--- config.mk ---
export PLATFORM = sky130hd
export DESIGN_NAME = bb_translator
export DESIGN_NICKNAME = d
export VERILOG_FILES = /design/src/rtl/bb_pkg.sv /design/src/rtl/bb_regfile.sv /design/src/rtl/bb_check.sv /design/src/rtl/bb_translator.sv
export SDC_FILE = /design/constraint.sdc
export NUM_CORES = 1
export LEC_CHECK = 0
export ABC_AREA = 1
export BUFFER_PORTS_ARGS = -buffer_cell sky130_fd_sc_hd__clkbuf_2
export CAP_MARGIN = 40
export CORE_MARGIN = 2
export CORE_UTILIZATION = 30
export DETAILED_ROUTE_END_ITERATION = 8
export PLACE_DENSITY = 0.45
export SYNTH_ARGS = -nofsm -noshare
export SYNTH_HDL_FRONTEND = slang
export SYNTH_SLANG_ARGS = --single-unit
--- constraint.sdc ---
create_clock -name clk -period 4.5 [get_ports clk]
set_input_delay 0.225 -clock clk [delete_from_list [all_inputs] [get_ports clk]]
set_output_delay 0.225 -clock clk [all_outputs]
set_load 0.01 [all_outputs]
--- src/rtl/bb_pkg.sv ---
package bb_pkg;
    localparam int BB_AW = 32;

    typedef enum logic {
        SEL_BASE  = 1'b0,
        SEL_BOUND = 1'b1
    } bb_sel_e;
endpackage

--- src/rtl/bb_regfile.sv ---
module bb_regfile
    import bb_pkg::*;
#(
    parameter int AW = BB_AW
) (
    input  logic          clk,
    input  logic          rst_n,
    input  logic          cfg_we,
    input  logic          cfg_sel,
    input  logic [AW-1:0] cfg_wdata,
    input  logic          priv_user,
    output logic [AW-1:0] base_o,
    output logic [AW-1:0] bound_o,
    output logic          priv_fault_o
);
    typedef struct packed {
        logic [AW-1:0] base;
        logic [AW-1:0] bound;
        logic          pfault;
    } regs_t;

    regs_t st_d, st_q;

    always_comb begin
        st_d        = st_q;
        st_d.pfault = cfg_we && priv_user;
        if (cfg_we && !priv_user) begin
            if (bb_sel_e'(cfg_sel) == SEL_BASE) st_d.base  = cfg_wdata;
            else                               st_d.bound = cfg_wdata;
        end
    end

    always_ff @(posedge clk or negedge rst_n) begin
        if (!rst_n) st_q <= '0;
        else        st_q <= st_d;
    end

    assign base_o       = st_q.base;
    assign bound_o      = st_q.bound;
    assign priv_fault_o = st_q.pfault;


    user_write_blocked_chk: assert property (@(posedge clk) disable iff (!rst_n)
        (cfg_we && priv_user) |=> ($stable(base_o) && $stable(bound_o)));


    base_load_chk: assert property (@(posedge clk) disable iff (!rst_n)
        (cfg_we && !priv_user && !cfg_sel) |=> (base_o == $past(cfg_wdata)));


    bound_load_chk: assert property (@(posedge clk) disable iff (!rst_n)
        (cfg_we && !priv_user && cfg_sel) |=> (bound_o == $past(cfg_wdata)));
endmodule

--- src/rtl/bb_check.sv ---
module bb_check #(
    parameter int AW = 32
) (
    input  logic [AW-1:0] laddr,
    input  logic [AW-1:0] base,
    input  logic [AW-1:0] bound,
    output logic          fault,
    output logic [AW-1:0] paddr
);
    logic neg;
    logic over;

    always_comb begin
        neg   = laddr[AW-1];
        over  = (laddr >= bound);
        fault = neg || over;
        paddr = fault ? '0 : (laddr + base);
    end
endmodule

--- src/rtl/bb_translator.sv ---
module bb_translator
    import bb_pkg::*;
#(
    parameter int AW = BB_AW
) (
    input  logic          clk,
    input  logic          rst_n,
    input  logic          cfg_we,
    input  logic          cfg_sel,
    input  logic [AW-1:0] cfg_wdata,
    input  logic          priv_user,
    input  logic          req_valid,
    input  logic [AW-1:0] req_laddr,
    output logic          rsp_valid,
    output logic [AW-1:0] rsp_paddr,
    output logic          rsp_fault,
    output logic          priv_fault
);
    typedef struct packed {
        logic          vld;
        logic [AW-1:0] paddr;
        logic          flt;
    } rsp_t;

    logic [AW-1:0] base_w, bound_w, paddr_w;
    logic          fault_w;
    rsp_t          rsp_d, rsp_q;

    bb_regfile #(.AW(AW)) u_regs (
        .clk          (clk),
        .rst_n        (rst_n),
        .cfg_we       (cfg_we),
        .cfg_sel      (cfg_sel),
        .cfg_wdata    (cfg_wdata),
        .priv_user    (priv_user),
        .base_o       (base_w),
        .bound_o      (bound_w),
        .priv_fault_o (priv_fault)
    );

    bb_check #(.AW(AW)) u_chk (
        .laddr (req_laddr),
        .base  (base_w),
        .bound (bound_w),
        .fault (fault_w),
        .paddr (paddr_w)
    );

    always_comb begin
        rsp_d = '0;
        if (req_valid) begin
            rsp_d.vld   = 1'b1;
            rsp_d.flt   = fault_w;
            rsp_d.paddr = paddr_w;
        end
    end

    always_ff @(posedge clk or negedge rst_n) begin
        if (!rst_n) rsp_q <= '0;
        else        rsp_q <= rsp_d;
    end

    assign rsp_valid = rsp_q.vld;
    assign rsp_paddr = rsp_q.paddr;
    assign rsp_fault = rsp_q.flt;


    rsp_follows_req_chk: assert property (@(posedge clk) disable iff (!rst_n)
        req_valid |=> rsp_valid);


    no_spurious_rsp_chk: assert property (@(posedge clk) disable iff (!rst_n)
        !req_valid |=> !rsp_valid);


    fault_needs_valid_chk: assert property (@(posedge clk) disable iff (!rst_n)
        rsp_fault |-> rsp_valid);


    negative_addr_chk: assert property (@(posedge clk) disable iff (!rst_n)
        (req_valid && req_laddr[AW-1]) |=> (rsp_fault && rsp_paddr == '0));


    priv_pulse_chk: assert property (@(posedge clk) disable iff (!rst_n)
        (cfg_we && priv_user) |=> priv_fault);


    idle_zero_chk: assert property (@(posedge clk) disable iff (!rst_n)
        !rsp_valid |-> (rsp_paddr == '0 && !rsp_fault));
endmodule

* After elaboration in Yosys (flattened, before gate mapping)
Cells that the tools add are included.
Cells by class: $add $sub $neg 1, $lt $le $gt $ge 1, multiplexer cells 2, bitwise logic cells 1, reduce and logical (&&, ||, !) cells 6
Operator list (number):
- 34-bit 2-to-1 mux | 1
- 32-bit adder | 1
- 32-bit greater-or-equal comparator | 1
- 32-bit 2-to-1 mux | 1
- 2-bit AND reduction | 2
- 1-bit logical AND | 2
- 1-bit zero test | 1
- 1-bit logical OR | 1
- 1-bit NOT | 1
Word-level totals: register bits after elaboration 99, bits of input ports 70, output and inout bits 35

* Longest topological paths before layout
Gate-level depths: netlist of the first run.
depth after elaboration 4, depth in mapped cells 15, mapped depth without buffers 14

* Modules after synthesis
A second synthesis of the first run with hierarchy kept.
Second synthesis, totals: cells, all modules 1076, area, all modules 7370.8 µm²
By module, submodules not included:
- bb_check | instances 1, cells each 682, area each 3529.6 µm², sequential area each 0.0 µm²
- bb_regfile | instances 1, cells each 290, area each 2668.8 µm², sequential area each 1626.6 µm²
- bb_translator | instances 1, cells each 104, area each 1172.4 µm², sequential area each 850.8 µm²

* Least setup slack after synthesis of the first run
No wires, ideal clock.
path kind reg2reg, start register u_regs.st_q (netlist bit u_regs.base_o[0]), end register rsp_q (netlist bit rsp_paddr[28]), setup time 0.121 ns, data arrival time 1.677 ns, path slack 2.702 ns, stages on the path, launching flop included 12, buffers on the path 0, cell sequence dfrtp_1 -> ha_1 -> inv_1 -> fa_1 -> inv_1 -> nand3_1 -> nand3_1 -> nand3_1 -> nand3_2 -> nand2_1 -> a21oi_1 -> nor3_2
RTL lines:
- from (decl) | RTL line bb_regfile.sv:22 | regs_t st_d, st_q;
- from (signal assigned) | RTL line bb_regfile.sv:35 | else st_q <= st_d;
- to (signal assigned) | RTL line bb_translator.sv:60 | else rsp_q <= rsp_d;
- to (decl) | RTL line bb_translator.sv:27 | rsp_t rsp_d, rsp_q;

==> qor.yml, run 1 <==
grt_util_met1_pct: 25.0
synth-edff-count: 0
relSlewSlack_pct: 59.3
die_h_um: 152
numClockSinks: 99
drtAntennaViolNets: 0
cts_resized: 0
ios: 105
wl_per_cell_um: 13.8
dp_slack_ns: 2.12
mostFrequentLayoutCells: "279 x nand2_1, 168 x inv_1, 103 x clkbuf_2, 99 x dfrtp_1, 77 x nor2_1"
power_mw: 2.88
drive_gt1_share_pct: 15.4
use_met2_pct: 23.0
min_period_ns: 2.37
finalSetupViolCount: 0
startpoint_type: "flip-flop"
htree_levels: 3
fmax_mhz: 423
synth_top_flop_cell: "dfrtp_1"
synthArstFlopShare_pct: 100
rsz0062_at_grt: "false"
vias: 5580
maxCapViolCount: 0
status: "complete, no violations"
power_density_nw_per_um2: 373
final_common_cell: "nand2_1"
clock_insertion_delay_worst_skew_ns: 0.36
numCtsBuffers: 9
p_leak_nw: 4.42
grt-busiest-layer: "met1"
finalWorstSetupSlack_ns: 2.13
tritoncts: "built"
ir_drop_v: 0.000180
postSynthAreaPerCell_um2: 7.23
fin_crit_sh_pct: 52.6
hold_viol_final: 0
clk_path_buf_depth: 2
p_sw_share_pct: 36.8
grt_pass1_wl_mm: 29.6
clockPowerShare_pct: 27.8
internal_power_mw: 1.82
globalplace.congestion: 0.907
cts.clk_slew.worst_paths_ns: 0.07
crit_fanout: 28
syn_area_um2: 6560
hpwl_mm: 14.7
postPlaceCellArea_um2: 7440
netlist.top_cell.by_area: "dfrtp_1"
worst_pin_slew_ns: 0.610
antenna_found_initial: 0
netlist_instances: 908
dieArea_um2: 23100
grt_pass1_vias: 5501
first_iter_violations: 336
rows: 54
viasPerCell: 4.30
p_sw_mw: 1.06
slew_violations: 0
wl_mm: 17.9
cp.required_ns: 4.73
synthDistinctLibCells: 31
arrival_ns: 2.60
gr-usage-met3_pct: 2.22
core_area_um2: 21600
grt_max_degree: 65
synthTopCellsByArea: "dfrtp_1 38%, nand2_1 16%, ha_1 12%"
critical_path_class: "flip-flop to flip-flop"
globalRouteTotalUtil_pct: 16.2
synth_nets: 1042
hold_slack_ns: 0.0105
seq_power_share_pct: 37.2
drt_pre_antenna_iters: 5
syn2layout_area_growth_pct: 18.0
synth_top_area_share_pct: 37.7
portBuffers: 104
pwr-share-comb_pct: 35.1
cts_root_buf: "clkbuf_16"
skew_ns: 0.0115
start_util_pct: 30.4
critPathCaptureType: "flip-flop"
nets: 1148
gr-total-overflow: 0
ys_warn_count: 0
yosysSeqAreaShare_pct: 37.7
fin_setup_tns_ns: 0
die_w_um: 152
holdCritPathClass: "input pin to flip-flop"
design_area_um2: 7740
drc: 0
diodes: 0
ys_seq_elements: 99
-- power by group through the flow --
stage	logic [mW]	clock network, mW	registers, mW
floorplan	0.693	0	1.08
global placement	1.02	0	1.09
detailed placement	1.02	0	1.09
CTS	1.02	0.828	1.07
global route	1.17	0.856	1.09
finish	1.01	0.801	1.07
-- metrics by stage --
stage	instances	util [%]
2_1_floorplan	908	-
3_3_place_gp	1281	34.3
3_5_place_dp	1282	34.4
4_1_cts	1299	35.8
5_1_grt	1299	35.8
6_report	1299	35.8
-- what timing repair did --
action / CTS / global route
hold buffers: 1 / 0
endpoints found under the hold margin: 13 / 0
setup buffers: 0 / 0
-- cell type report --
cell class	instances	area, um^2
Timing Repair Buffer	110	591
Sequential cell	99	2480
Clock inverter	5	52.6
Inverter	168	631
Tap cell	280	350
Multi-Input combinational cell	626	3400
Clock buffer	11	243
Fill cell	2426	13900
-- path summary, 6_finish.rpt --
check	startpoint	end	slack, ns	depth (start not counted)
setup / recovery	u_regs.bound_o[7]$_DFFE_PN0P_	rsp_paddr[25]$_DFF_PN0_	2.13	14
hold / removal	req_valid	rsp_valid$_DFF_PN0_	0.01	1
setup reg to reg	u_regs.bound_o[7]$_DFFE_PN0P_	rsp_paddr[25]$_DFF_PN0_	2.13	14
hold reg to reg	u_regs.bound_o[22]$_DFFE_PN0P_	u_regs.bound_o[22]$_DFFE_PN0P_	0.49	2
max in group asynchronous	rst_n	u_regs.base_o[9]$_DFFE_PN0P_	3.44	3
min in group asynchronous	rst_n	rsp_paddr[19]$_DFF_PN0_	0.27	2
-- synth_stat cells (2+ instances only) --
| master | count |
|---|---|
| nand2_1 | 279 |
| inv_1 | 168 |
| dfrtp_1 | 99 |
| nor2_1 | 77 |
| o21ai_0 | 72 |
| ha_1 | 63 |
| a21oi_1 | 41 |
| nand3_1 | 16 |
| nand2_2 | 15 |
| xnor2_1 | 15 |
| clkbuf_1 | 12 |
| nor3_1 | 9 |
| nand3_2 | 5 |
| o21bai_1 | 5 |
| nor2_4 | 4 |
| xor2_1 | 4 |
| a21boi_0 | 3 |
| nand3b_1 | 3 |
| nor3_2 | 3 |
| buf_2 | 2 |
| nand4_1 | 2 |
| nor3b_2 | 2 |
-- cell families (layout without fill, tap and decap cells) --
group                    count (synthesis)  in the layout  synth area share, %
adder cells (fa/ha/maj)                 64             64                 12.3
buffers and inverters                  183            294                 10.6
flip-flops                              99             99                 37.7
AND/OR/NAND/NOR                        417            417                 26.7
AO/OA/AOI/OAI                          126            126                 10.1
XOR/XNOR                                19             19                 2.54
-- sequential cells by signal (all words and copies together) (netlist names) --
| signal | flops |
|---|---|
| rsp_paddr | 32 |
| u_regs.base_o | 32 |
| u_regs.bound_o | 32 |
| rsp_fault | 1 |
| rsp_valid | 1 |
| u_regs.priv_fault_o | 1 |
-- worst max-delay path: stages (launching register included) --
cell and delay (ns):
dfrtp_1 0.34, inv_1 0.04, ha_1 0.28, nand2_1 0.10, nor2_1 0.06, nand2_1 0.05, nand2_1 0.05, nor2_1 0.08
nand2_1 0.08, nand2_1 0.06, nand2_1 0.11, nand2_2 0.13, nand3_1 0.22, buf_4 0.32, nor3_1 0.30
-- per-layer routing --
| metal | routed length, um | share of wire (%) | vias to the layer above |
|---|---|---|---|
| met5 | 0 | 0 | - |
| met1 | 9750 | 55 | 2435 |
| li1 | - | - | 3016 |
| met4 | 252 | 1.4 | 0 |
| met2 | 7190 | 40 | 118 |
| met3 | 676 | 3.8 | 11 |
(Power assumes the default switching activity.)
==> inputs of run 2 (changes only) <==
Settings changed: PLACE_DENSITY 0.45 to 0.46.
Clock period 4.5 ns to 2.17 ns, I/O delays scaled along.
==> qor.yml, run 2 (synthesis gave the netlist of run 1 again) <==
status: "complete, no violations"
hold_viol_final: 0  # unchanged
critical_path_class: "flip-flop to flip-flop"
wl_mm: 17.8  # -0.48%
drc: 0  # unchanged
globalplace.congestion: 0.929  # +2.4%
fin_crit_sh_pct: 93.3  # +41 points
p_sw_mw: 2.20  # +110%
core_area_um2: 21600  # unchanged
arrival_ns: 2.28  # -0.32 ns
die_h_um: 152  # unchanged
postPlaceCellArea_um2: 7470  # +0.47%
drt_pre_antenna_iters: 5  # unchanged
multi_input_area_um2: 3440  # +1.1%
syn2layout_area_growth_pct: 19.9
num-fill-cells: 2397  # -1.2%
critPathCaptureType: "flip-flop"
critPathBufInv: 2  # unchanged
portBuffers: 104  # unchanged
numCtsBuffers: 9  # unchanged
fmax_mhz: 494  # +17%
critPathTopFamily: "simple AND/OR/NAND/NOR gates"
grt_pass1_wl_mm: 29.1  # -1.6%
seq_power_share_pct: 37.1  # about the same
cts_root_buf: "clkbuf_16"
top_layer: "met4"
power_mw: 5.99  # +110%
worst_pin_slew_ns: 0.676  # +0.0660 ns
grt_max_degree: 65  # unchanged
viasPerCell: 4.34  # +1.1%
internal_power_mw: 3.79  # +110%
clockPowerShare_pct: 27.0  # -0.8 points
finalSetupViolCount: 0  # unchanged
cts.clk_slew.worst_paths_ns: 0.07  # about the same
route.met2.wl_mm: 7.38  # +2.8%
startpoint_type: "flip-flop"
globalRouteTotalUtil_pct: 15.7  # -0.42 points
min_period_ns: 2.03  # -0.341 ns
maxCapViolCount: 0  # unchanged
final-seq-area_um2: 2480  # unchanged
htree_levels: 3  # unchanged
slowest_stage: "dfrtp_1"
wl_per_cell_um: 13.6  # -1.2%
design_area_um2: 7870  # +1.7%
final_common_cell: "nand2_1"
crit_fanout: 4  # -86%
mostFrequentLayoutCells: "279 x nand2_1, 168 x inv_1, 103 x clkbuf_2, 99 x dfrtp_1, 75 x nor2_1"
cp.required_ns: 2.43  # -2.30 ns
pwr-share-comb_pct: 35.8  # +0.7 points
drtAntennaViolNets: 0  # unchanged
ios: 105  # unchanged
skew_ns: 0.0104  # -0.00111 ns
start_util_pct: 30.4  # unchanged
dieArea_um2: 23100  # unchanged
drive_gt1_share_pct: 16.7  # +1.3 points
vias: 5683  # +1.8%
met1_length_mm: 9.43  # -3.2%
diodes: 0  # unchanged
hpwl_mm: 14.6  # -0.59%
grt_pass1_vias: 5495  # -0.11%
max_stage_delay_ns: 0.40  # +0.06 ns
gr-total-overflow: 0  # unchanged
nets: 1158  # +0.87%
antenna_found_initial: 0  # unchanged
p_leak_nw: 4.47  # +1.1%
crit_chain: "ha_4 > inv_1 > fa_1 > inv_1 > nand3_1 > nand3_2 > nand3_1 > nand3_2 > nand2_1 > nand2_1 > nor2_1 > nor3_2"
tritoncts: "built"
first_iter_violations: 327  # -2.7%
slew_violations: 0  # unchanged
clk_path_buf_depth: 2  # unchanged
ir_drop_v: 0.000325  # +81%
rows: 54  # unchanged
die_w_um: 152  # unchanged
power_density_nw_per_um2: 761  # +100%
clock_insertion_delay_worst_skew_ns: 0.35  # about the same
p_sw_share_pct: 36.7  # -0.096 points
holdCritPathClass: "input pin to flip-flop"
numClockSinks: 99  # unchanged
wl_met3_um: 730  # +8.0%
relSlewSlack_pct: 54.9  # -4.4 points
==> run 2: cell count changes in the layout (fill, tap and decap cells not counted), sizes merged <==
cell,before,now
dlygate4sd3,1,6
buf,6,11
clkinvlp,1,2
clkinv,3,4
clkbuf,114,112
==> run 2: area by class of cell <==
type,instances,share of cell area (%)
multi-input combinational,626,43.7
sequential,99,31.5
timing repair buffer,120,8.68
inverter,168,8.01
tap,280,4.45
clock buffer,9,2.86
clock inverter,7,0.874
==> run 2: final timing paths <==
check	startpoint	slack (ns)	to	cells past startpoint
worst min-delay path	cfg_wdata[12]	0.003	u_regs.base_o[12]$_DFFE_PN0P_	3
min in group asynchronous	rst_n	0.32	u_regs.base_o[4]$_DFFE_PN0P_	2
worst min register to register	u_regs.bound_o[7]$_DFFE_PN0P_	0.48	u_regs.bound_o[7]$_DFFE_PN0P_	2
worst max register to register	u_regs.base_o[0]$_DFFE_PN0P_	0.14	rsp_paddr[28]$_DFF_PN0_	12
max in group asynchronous	rst_n	1.12	u_regs.bound_o[16]$_DFFE_PN0P_	3
worst max-delay path	u_regs.base_o[0]$_DFFE_PN0P_	0.14	rsp_paddr[28]$_DFF_PN0_	12
==> run 2: power groups by stage <==
stage	Sequential (mW)	Clock [mW]	Combinational [mW]
finish	2.22	1.62	2.15
floorplan	2.25	0	1.44
global route	2.26	1.75	2.47
global placement	2.26	0	2.13
detailed placement	2.26	0	2.13
CTS	2.22	1.69	2.15
==> run 2: stage by stage <==
stage                     utilization, %  cells  worst slack (ns)  hold slack [ns]  TNS [ns]
final                               36.4   1309             0.145          0.00304         0
after global placement              34.6   1286            0.0343            0.196         0
after global routing                36.4   1309           -0.0188           0.0134   -0.0188
after CTS                           36.2   1308           0.00694         0.000383         0
after floorplan                        -    908             0.372           -0.187         0
after detailed placement            34.6   1286            0.0407            0.196         0
==> run 2: timing repair <==
item / 4_1_cts / 5_1_grt
hold buffers: 6 / 0
resized for setup: 0 / 10
hold endpoints to repair: 55 / 0
buffers inserted: 0 / 1
setup endpoints to repair: 0 / 6
==> run 2: tightest hold or removal path, cell delays in order <==
cell and delay, ns:
clkbuf_2 0.08, inv_1 0.05, o21ai_0 0.07
==> run 2: metal layers <==
metal,global-route usage [%],up-vias
met4,3.87,0
met3,2.60,11
met2,23.2,103
met5,0,-
met1,23.9,2534
li1,-,3035
==> inputs of run 3 (changes only) <==
Settings changed: ABC_AREA 1 to 0, CTS_BUF_LIST set to sky130_fd_sc_hd__clkbuf_4 sky130_fd_sc_hd__clkbuf_8, PLACE_DENSITY 0.46 to 0.47.
==> qor.yml, run 3 <==
tritoncts: "built"
syn2layout_area_growth_pct: 36.0
postPlaceCellArea_um2: 7290  # -2.5%
finalWorstSetupSlack_ns: -0.238  # -0.383 ns
synthDistinctLibCells: 52  # +68%
p_sw_mw: 2.20  # +0.17%
vias: 5001  # -12%
crit_fanout: 6  # +2
final-seq-area_um2: 2480  # unchanged
dieArea_um2: 20800  # -9.7%
hold_viol_final: 0  # unchanged
numClockSinks: 99  # unchanged
slew_violations: 0  # unchanged
hold_slack_ns: 0.155  # +0.152 ns
drive_gt1_share_pct: 38.2  # +21 points
cp.required_ns: 2.48  # +0.05 ns
die_w_um: 144  # -5.0%
ios: 105  # unchanged
viasPerCell: 4.78  # +10%
maxCapViolCount: 0  # unchanged
violations: "setup timing"
wl_per_cell_um: 15.4  # +13%
power_density_nw_per_um2: 770  # +1.3%
num-fill-cells: 1959  # -18%
wl_mm: 16.1  # -9.5%
portBuffers: 104  # unchanged
grt_pass1_wl_mm: 25.4  # -13%
dp_slack_ns: -0.259  # -0.300 ns
holdCritPathClass: "input pin to flip-flop"
antenna_found_initial: 0  # unchanged
synthTopCellsByArea: "dfrtp_1 42%, ha_1 13%, mux2_2 12%"
multi_input_area_um2: 3420  # -0.44%
design_area_um2: 8040  # +2.2%
diodes: 0  # unchanged
finalSetupViolCount: 32  # +32
netlist_instances: 568  # -37%
hpwl_mm: 12.7  # -13%
placed_cells: 992  # -23%
cts_root_buf: "clkbuf_8"
clk_path_buf_depth: 2  # unchanged
clockPowerShare_pct: 18.6  # -8.4 points
drt_pre_antenna_iters: 4  # -1
clock_insertion_delay_worst_skew_ns: 0.38  # +0.03 ns
drtAntennaViolNets: 0  # unchanged
worst_pin_slew_ns: 0.535  # -0.141 ns
yosys-top-cells-count: "99 x dfrtp_1, 63 x ha_1, 63 x mux2_2"
critical_path_class: "flip-flop to flip-flop"
synthArstFlopShare_pct: 100  # unchanged
synth_top_flop_cell: "dfrtp_1"
synth_nets: 702  # -33%
postSynthAreaPerCell_um2: 10.4  # +44%
netlist.top_cell.by_area: "dfrtp_1"
start_util_pct: 30.5  # +0.12 points
mostFrequentLayoutCells: "103 x clkbuf_2, 99 x dfrtp_1, 72 x buf_4, 63 x mux2_2, 59 x ha_1"
skew_ns: 0.0144  # +0.00406 ns
core_area_um2: 19400  # -10%
ys_seq_elements: 99  # unchanged
ir_drop_v: 0.000288  # -11%
synth_top_area_share_pct: 41.9  # +4.2 points
cts.clk_slew.worst_paths_ns: 0.09  # +0.02 ns
status: "complete, but fails checks"
p_sw_share_pct: 35.6  # -1.2 points
p_leak_nw: 3.92  # -12%
critPathCaptureType: "flip-flop"
nets: 911  # -21%
seq_power_share_pct: 37.2  # about the same
arrival_ns: 2.72  # +0.44 ns
grt_pass1_vias: 5074  # -7.7%
ys_warn_count: 0  # unchanged
min_period_ns: 2.41  # +0.383 ns
syn_area_um2: 5910  # -9.9%
htree_levels: 3  # unchanged
startpoint_type: "flip-flop"
fmax_mhz: 415  # -16%
yosysSeqAreaShare_pct: 41.9  # +4.2 points
rsz0062_at_grt: "true"
final_common_cell: "clkbuf_2"
globalplace.congestion: 0.828  # -11%
die_h_um: 144  # -5.0%
globalRouteTotalUtil_pct: 15.8  # +0.017 points
numCtsBuffers: 9  # unchanged
grt_max_degree: 61  # -6.2%
drc: 0  # unchanged
final_util_pct: 41.5  # +5.0 points
instances_no_fill: 1046  # -20%
synth-edff-count: 0  # unchanged
first_iter_violations: 214  # -35%
gr-total-overflow: 0  # unchanged
yosysMostFrequentCell: "dfrtp_1"
fin_crit_sh_pct: 111  # +18 points
relSlewSlack_pct: 64.4  # +9.4 points
internal_power_mw: 3.99  # +5.3%
rows: 51  # -5.6%
pwr-share-comb_pct: 44.2  # +8.4 points
==> run 3: cell types whose count changed in the layout (fill, tap and decap cells not counted), moves of 30 or more <==
cell / change
buf_4: +63
dlygate4sd3_1: +30
inv_1: -129
mux2_2: +63
nand2_1: -242
nor2_1: -34
o21ai_0: -54
==> run 3: path summary, 6_finish.rpt <==
| path | from | end | slack, ns | cells past startpoint |
|---|---|---|---|---|
| min in group asynchronous | rst_n | u_regs.bound_o[8]$_DFFE_PN0P_ | 0.24 | 2 |
| hold / removal | req_laddr[0] | rsp_paddr[0]$_DFF_PN0_ | 0.16 | 4 |
| max in group asynchronous | rst_n | u_regs.base_o[28]$_DFFE_PN0P_ | 1.21 | 3 |
| hold reg to reg | u_regs.bound_o[22]$_DFFE_PN0P_ | u_regs.bound_o[22]$_DFFE_PN0P_ | 0.51 | 1 |
| setup reg to reg | u_regs.bound_o[9]$_DFFE_PN0P_ | rsp_paddr[17]$_DFF_PN0_ | -0.24 | 10 |
| setup / recovery | u_regs.bound_o[9]$_DFFE_PN0P_ | rsp_paddr[17]$_DFF_PN0_ | -0.24 | 10 |
==> run 3: critical path: stages (launching register included) <==
cell	delay, ns
dfrtp_1	0.40
inv_2	0.07
ha_4	0.19
a21o_1	0.17
a211o_1	0.33
a2111oi_4	0.26
a2111oi_4	0.15
o2111ai_2	0.27
nand3_4	0.16
buf_6	0.18
nor3_4	0.16
==> run 3: layer usage <==
layer  global-route usage (%)  up-vias  wire [um]
met1                     19.2     2436       7190
met3                     3.08       15        635
met2                     28.1      104       7970
met4                     4.85        0        296
li1                         -     2446          -
met5                        0        -          0
==> run 3: logic make-up after synthesis <==
kind of cell / share of synthesized area [%]
compound gates: 14.2
fa+ha+maj: 13.7
flops: 41.9
buf+inv: 3.92
xor+xnor: 3.70
simple gates: 10.4
mux: 12.2
==> run 3: power groups by stage <==
stage | Clock [mW] | Sequential (mW) | Combinational [mW]
finish | 1.15 | 2.30 | 2.74
global route | 1.28 | 2.34 | 3.03
CTS | 1.21 | 2.31 | 2.72
detailed placement | 0 | 2.34 | 2.54
global placement | 0 | 2.33 | 2.53
floorplan | 0 | 2.31 | 1.55
==> run 3: final cells by class <==
| class | count | area share (%) |
|---|---|---|
| repair buffers | 216 | 18.3 |
| flip-flops and latches | 99 | 30.8 |
| inverters | 41 | 1.91 |
| clock inverters | 2 | 0.124 |
| clock buffers | 13 | 2.15 |
| well taps | 265 | 4.12 |
| multi-input cells | 410 | 42.5 |
==> run 3: metrics by stage <==
stage	total power, mW	TNS (ns)
after floorplan	3.87	-0.00476
after global placement	4.86	-4.91
after detailed placement	4.88	-6.56
after CTS	6.24	-5.90
after global routing	6.65	-10.09
final	6.20	-6.07
==> run 3: what timing repair did <==
item / 4_1_cts / 5_1_grt
endpoints found under the hold margin: 106 / 0
pin swaps: 16 / 3
gates cloned: 1 / 0
setup buffers: 1 / 1
setup endpoints to repair: 32 / 33
gates resized for setup: 29 / 10
hold buffers: 36 / 0
